**config.mk**
```make
export PLATFORM = sky130hd
export DESIGN_NAME = packed_slot_sequencer
export DESIGN_NICKNAME = d
export VERILOG_FILES = /design/src/rtl/pss_pkg.sv /design/src/rtl/pss_pc_step.sv /design/src/rtl/pss_unpack.sv /design/src/rtl/packed_slot_sequencer.sv
export SDC_FILE = /design/constraint.sdc
export NUM_CORES = 1
export LEC_CHECK = 0
export BUFFER_PORTS_ARGS = -buffer_cell sky130_fd_sc_hd__buf_2
export CORE_ASPECT_RATIO = 0.6
export CORE_MARGIN = 8
export CORE_UTILIZATION = 45
export CTS_CLUSTER_SIZE = 28
export DETAILED_ROUTE_END_ITERATION = 8
export GPL_ROUTABILITY_DRIVEN = 0
export PLACE_DENSITY_LB_ADDON = 0.08
export SETUP_SLACK_MARGIN = 0.02
export SLEW_MARGIN = 25
export SYNTH_ARGS = -nofsm -noshare
export SYNTH_HDL_FRONTEND = slang
export SYNTH_HIERARCHICAL = 1
export SYNTH_SLANG_ARGS = --single-unit
```
**constraint.sdc**
```tcl
create_clock -name clk -period 3.5 [get_ports clk]
set_clock_uncertainty 0.2 [all_clocks]
set_input_delay 0.875 -clock clk [delete_from_list [all_inputs] [get_ports clk]]
set_output_delay 0.875 -clock clk [all_outputs]
set_load 0.01 [all_outputs]
```
**src/rtl/pss_pkg.sv**
```systemverilog
package pss_pkg;
   localparam int OP_W = 5;
   localparam logic [OP_W-1:0] OP_NOP = 5'h1C;

   function automatic logic op_is_jump(input logic [OP_W-1:0] op);
      return (op[OP_W-1:2] == '0) && (op[1:0] != 2'b00);
   endfunction
endpackage

```
**src/rtl/pss_pc_step.sv**
```systemverilog
module pss_pc_step #(
   parameter int PC_W = 7,
   parameter bit HALF_WRAP = 1'b1
) (
   input  logic [PC_W-1:0] pc,
   output logic [PC_W-1:0] pc_next
);
   initial begin
      assert (PC_W >= 2) else $error("pss_pc_step: PC_W too small");
   end

   generate
      if (HALF_WRAP) begin : g_half
         assign pc_next = {pc[PC_W-1], pc[PC_W-2:0] + 1'b1};
      end else begin : g_flat
         assign pc_next = pc + 1'b1;
      end
   endgenerate
endmodule

```
**src/rtl/pss_unpack.sv**
```systemverilog
module pss_unpack #(
   parameter int WORD_W = 18,
   parameter int OP_W = 5,
   parameter int SHORT_W = 3,
   parameter int N_FULL = 3,
   parameter int PC_W = 7,
   parameter int JF0 = 10,
   parameter int JF1 = 5,
   parameter int JF2 = 3,
   localparam int SLOT_W = $clog2(N_FULL + 1)
) (
   input  logic [WORD_W-1:0] ir,
   input  logic [SLOT_W-1:0] slot,
   input  logic [PC_W-1:0]   pc,
   output logic [OP_W-1:0]   op,
   output logic              is_jump,
   output logic [PC_W-1:0]   target
);
   function automatic int jf_width(input int k);
      case (k)
         0: return JF0;
         1: return JF1;
         default: return JF2;
      endcase
   endfunction

   initial begin
      assert (N_FULL * OP_W + SHORT_W == WORD_W)
         else $error("pss_unpack: slot widths do not fill the word");
      assert (SHORT_W <= OP_W) else $error("pss_unpack: short slot too wide");
      assert (N_FULL == 3) else $error("pss_unpack: three jump fields defined");
   end

   logic [OP_W-1:0] full_op [N_FULL];
   logic [PC_W-1:0] full_tgt [N_FULL];
   logic [OP_W-1:0] short_op;

   genvar k;
   generate
      for (k = 0; k < N_FULL; k++) begin : g_slot
         localparam int FW = jf_width(k);
         localparam int EW = (FW < PC_W) ? FW : PC_W;
         initial begin
            assert (FW <= WORD_W - (k + 1) * OP_W)
               else $error("pss_unpack: jump field overlaps its own opcode");
         end
         assign full_op[k] = ir[WORD_W-1-k*OP_W -: OP_W];
         if (EW == PC_W) begin : g_whole
            assign full_tgt[k] = ir[PC_W-1:0];
         end else begin : g_merge
            assign full_tgt[k] = {pc[PC_W-1:EW], ir[EW-1:0]};
         end
      end
   endgenerate

   assign short_op = {ir[SHORT_W-1:0], {(OP_W-SHORT_W){1'b0}}};

   always_comb begin
      op     = short_op;
      target = pc;
      for (int i = 0; i < N_FULL; i++) begin
         if (slot == SLOT_W'(i)) begin
            op     = full_op[i];
            target = full_tgt[i];
         end
      end
   end

   assign is_jump = pss_pkg::op_is_jump(op);
endmodule

```
**src/rtl/packed_slot_sequencer.sv**
```systemverilog
module packed_slot_sequencer #(
   parameter int WORD_W = 18,
   parameter int OP_W = 5,
   parameter int SHORT_W = 3,
   parameter int N_FULL = 3,
   parameter int PC_W = 7,
   parameter logic [PC_W-1:0] RESET_PC = 7'd64,
   parameter int JF0 = 10,
   parameter int JF1 = 5,
   parameter int JF2 = 3,
   parameter bit HALF_WRAP = 1'b1,
   localparam int SLOT_W = $clog2(N_FULL + 1)
) (
   input  logic              clk,
   input  logic              rst_n,
   output logic [PC_W-1:0]   mem_addr,
   input  logic [WORD_W-1:0] mem_rdata,
   input  logic              issue_stall,
   input  logic              jump_taken,
   output logic              issue_valid,
   output logic [OP_W-1:0]   issue_op,
   output logic [SLOT_W-1:0] issue_slot,
   output logic              issue_jump,
   output logic [PC_W-1:0]   issue_target
);
   initial begin
      assert (OP_W == pss_pkg::OP_W) else $error("sequencer: OP_W differs from package");
   end

   logic [PC_W-1:0]   pc_q, pc_inc, slot_tgt;
   logic [WORD_W-1:0] ir_q;
   logic [SLOT_W-1:0] slot_q;
   logic              busy_q, slot_jmp;
   logic [OP_W-1:0]   slot_op;

   pss_pc_step #(.PC_W(PC_W), .HALF_WRAP(HALF_WRAP)) u_step (
      .pc(pc_q), .pc_next(pc_inc)
   );

   pss_unpack #(
      .WORD_W(WORD_W), .OP_W(OP_W), .SHORT_W(SHORT_W), .N_FULL(N_FULL),
      .PC_W(PC_W), .JF0(JF0), .JF1(JF1), .JF2(JF2)
   ) u_unpack (
      .ir(ir_q), .slot(slot_q), .pc(pc_q),
      .op(slot_op), .is_jump(slot_jmp), .target(slot_tgt)
   );

   always_ff @(posedge clk) begin
      if (!rst_n) begin
         pc_q   <= RESET_PC;
         ir_q   <= '0;
         slot_q <= '0;
         busy_q <= 1'b0;
      end else if (!issue_stall) begin
         if (!busy_q) begin
            ir_q   <= mem_rdata;
            pc_q   <= pc_inc;
            slot_q <= '0;
            busy_q <= 1'b1;
         end else if (slot_jmp) begin
            busy_q <= 1'b0;
            if (jump_taken) pc_q <= slot_tgt;
         end else if (slot_q == SLOT_W'(N_FULL)) begin
            busy_q <= 1'b0;
         end else begin
            slot_q <= slot_q + 1'b1;
         end
      end
   end

   assign mem_addr     = pc_q;
   assign issue_valid  = busy_q;
   assign issue_op     = slot_op;
   assign issue_slot   = slot_q;
   assign issue_jump   = busy_q & slot_jmp;
   assign issue_target = slot_tgt;

   // a stalled issue keeps its opcode and slot
   a_r10_stall_hold: assert property (@(posedge clk) disable iff (!rst_n)
      (issue_valid && issue_stall) |=> (issue_valid && $stable(issue_op) && $stable(issue_slot)));

   // a non-jump full slot is followed by the next slot
   a_r2_slot_step: assert property (@(posedge clk) disable iff (!rst_n)
      (issue_valid && !issue_stall && !issue_jump && issue_slot != SLOT_W'(N_FULL))
      |=> (issue_valid && issue_slot == $past(issue_slot) + 1'b1));

   // nothing of the word issues after a jump
   a_r9_jump_ends_word: assert property (@(posedge clk) disable iff (!rst_n)
      (issue_jump && !issue_stall) |=> !issue_valid);

   // a fetch cycle leads to slot 0
   a_r5_fetch_slot0: assert property (@(posedge clk) disable iff (!rst_n)
      (!issue_valid && !issue_stall) |=> (issue_valid && issue_slot == '0));

   // sequential fetch stays in its half
   a_r5_half_kept: assert property (@(posedge clk) disable iff (!rst_n)
      (!issue_valid && !issue_stall) |=> (mem_addr[PC_W-1] == $past(mem_addr[PC_W-1])));
endmodule

```
==> summary.md <==
| Metric | Value |
|---|---|
| Outcome | `finished, final reports clean` |
| DRC | `0` |
| Sequential element share of the synthesized area | `37.18%` |
| Sequential share of power | `53.8%` |
| Diode count | `0` |
| Synth cell types | `38` |
| Post-CTS Setup Repair Bufs | `0` |
| Final WL | `3.886 mm` |
| Synth warn | `6` |
| Cell area after synthesis | `1508 um^2` |
| Clock slew at reported path FFs | `0.09 ns` |
| CP arrival | `2.25 ns` |
| Area growth syn-to-layout | `16.43%` |
| Tcrit/Tclk final | `95.11%` |
| VDD IR max | `160.9 uV` |
| Final Slew Violations | `0` |
| Gr busiest metal | `met2` |
| Final Net Count | `235` |
| Comb power frac | `19.5%` |
| HP Class | `register to register` |
| Worst-margin pin slew | `0.5838 ns` |
| Multi-input gate area | `835.8 um^2` |
| Slew margin rel. | `61.08%` |
| Die W | `90.73 um` |
| Largest cells by area after synthesis | `dfxtp_1, nand2_1, a21oi_1` |
| Port-buffer cells | `44` |
| Die ar. | `5519 um^2` |
| Register Area | `560.5 um^2` |
| Hold_ws | `0.2617 ns` |
| Post-cts repair resize count | `0` |
| Dpl hpwl | `2.913 mm` |
| Starting density of the core | `46.78%` |
| Total I/O pin count | `45` |
| Crit Path Max Fanout | `12` |
| Vias per inst | `5.138` |
| P_sw | `183.3 uW` |
| Max-cap violations | `0` |
| Drt first-iter violations | `29` |
| Cell Pwr Density | `372.7 nW/um^2` |
| Global Route met3 Usage | `4.444%` |
| Pin count of the biggest net entering global routing | `28` |
| Placed inst area | `1714 um^2` |
| Hold buffer count at CTS | `0` |
| TritonRoute pass-1 iters | `4` |
| Drt wl/cell | `15.30 um` |
| First-pass GRT wire length | `6.320 mm` |
| Row Count | `16` |
| GR Util met1 | `17.48%` |
| Vias in the first global route | `1324` |
| Layout Utilization | `54.46%` |
| Total track usage | `14.08%` |
| Clock power share | `26.7%` |
| Post-synth net total | `196` |
| TritonCTS clock tree | `done` |
| GR Util met2 | `24.10%` |
| Req. time, crit path | `2.42 ns` |
| Yosys top cell area share | `37.18%` |
| Root Buffer | `clkbuf_8` |
| Achievable Freq | `0.3004 GHz` |
| Longest Clk Path Bufs | `2` |
| Setup violators final | `0` |
| CTS H-tree depth | `1` |
| Die height | `60.84 um` |
| Yosys reg bits | `28` |
| Crit Path Category | `register to output pin` |
| Via Count | `1305` |
| Cell taking the most area after synthesis | `dfxtp_1` |
| Design area | `1755 um^2` |
| P_leak | `0.0007766 uW` |
| Share of layout cells above drive strength 1 | `31.58%` |
| Global route overflow | `0` |
| Setup tns final | `0 ns` |
| Instance count of the mapped netlist | `172` |
| Setup repair after global routing missed its margin | `no` |
| Min Tclk post-route | `3.329 ns` |
| Final hold vios | `0` |
| Final ANT Viol Nets | `0` |
| Clock sinks | `28` |
| Clk Latency, worst-skew pair | `0.27 ns` |
| Core Footprint | `3223 um^2` |
| Number of buffers created by CTS | `3` |
| Synth Area per Inst | `8.766 um^2` |
| Fillers | `314` |
| Pint | `471.0 uW` |
| Initial antenna violation count | `0` |
| Switching part of the total | `28.01%` |
| Crit. End Element | `output pin` |
| Crit start category | `register` |
==> sequential cells by signal, indices dropped and copies added, names as in the netlist <==
| name | count |
|---|---|
| issue_slot | 2 |
| mem_addr | 7 |
| ir_q | 18 |
| issue_valid | 1 |
==> synthesized netlist by cell type, drive strengths merged <==
cell type and number:
nor3 1, mux2 8, o211ai 1, nor2 5
or4 1, nand3 3, a21oi 26, o31a 1
nand3b 1, nand2 38, xnor2 2, buf 8
and2 1, a2111oi 1, a31oi 1, ha 2
mux4 3, dfxtp 28, and2b 1, and3 1
inv 4, a21boi 1, clkbuf 5, clkinv 1
o21ai 8, or2 1, xor2 2, mux2i 8
a2bb2oi 2, o21a 1, or3 6
==> worst max-delay path: stages (launching register included) <==
cell and delay, ns:
dfxtp_1 0.68, mux4_1 0.70, a2111oi_2 0.30, and2_1 0.17, buf_2 0.13
==> path summary, 6_finish.rpt <==
path / from / endpoint / slack, ns / cells after the start
worst max register to register: issue_slot[0] / mem_addr[6] / 0.59 / 6
worst max-delay path: issue_slot[0] / issue_jump / 0.17 / 4
worst min register to register: ir_q[10] / ir_q[10] / 0.26 / 2
worst min-delay path: ir_q[10] / ir_q[10] / 0.26 / 2
==> cell families after synthesis <==
| group | after synthesis | synth area share, % |
|---|---|---|
| AOI/OAI and AO/OA | 42 | 16.68 |
| xor gates and xnor gates | 4 | 2.324 |
| adders and majority gates | 2 | 1.659 |
| buffers and inverters | 18 | 7.384 |
| DFF | 28 | 37.18 |
| muxes | 19 | 16.27 |
| and+or+nand+nor | 59 | 18.51 |
==> per-layer routing <==
| layer | vias to the layer above | share of wire [%] |
|---|---|---|
| met3 | 2 | 4.5 |
| met2 | 24 | 46 |
| met5 | - | 0 |
| met4 | 0 | 0.31 |
| met1 | 610 | 49 |
| li1 | 669 | - |
==> power by group through the flow <==
stage	Combinational (uW)	Clock, uW	Sequential, uW
6_report	128	175	352
3_3_place_gp	125	0	359
2_1_floorplan	92.9	0	355
4_1_cts	129	178	352
3_5_place_dp	128	0	359
5_1_grt	141	193	355
==> layout by cell type (no fill, tap or decap), drive strengths merged, types with 4 or more instances in the layout <==
cell type / n
buf: 47
nand2: 38
o21ai: 8
mux2i: 8
or3: 6
inv: 4
dfxtp: 28
nor2: 5
a21oi: 26
mux2: 8
==> stage by stage <==
step | std cells | setup slack (ns) | power, uW
global route | 254 | 0.04945 | 689.2
finish | 254 | 0.1710 | 654.3
global placement | 251 | 0.5430 | 483.5
floorplan | 172 | 0.3945 | 447.6
CTS | 254 | 0.1449 | 659.3
detailed placement | 251 | 0.4589 | 487.6
==> cell type report <==
class / instances / area share [%]
inverters: 5 / 1.069
well taps: 45 / 3.207
repair buffers: 47 / 13.83
multi-input cells: 126 / 47.61
flip-flops and latches: 28 / 31.93
clock buffers: 3 / 2.352
No activity file was read; power rests on OpenSTA's default activity.
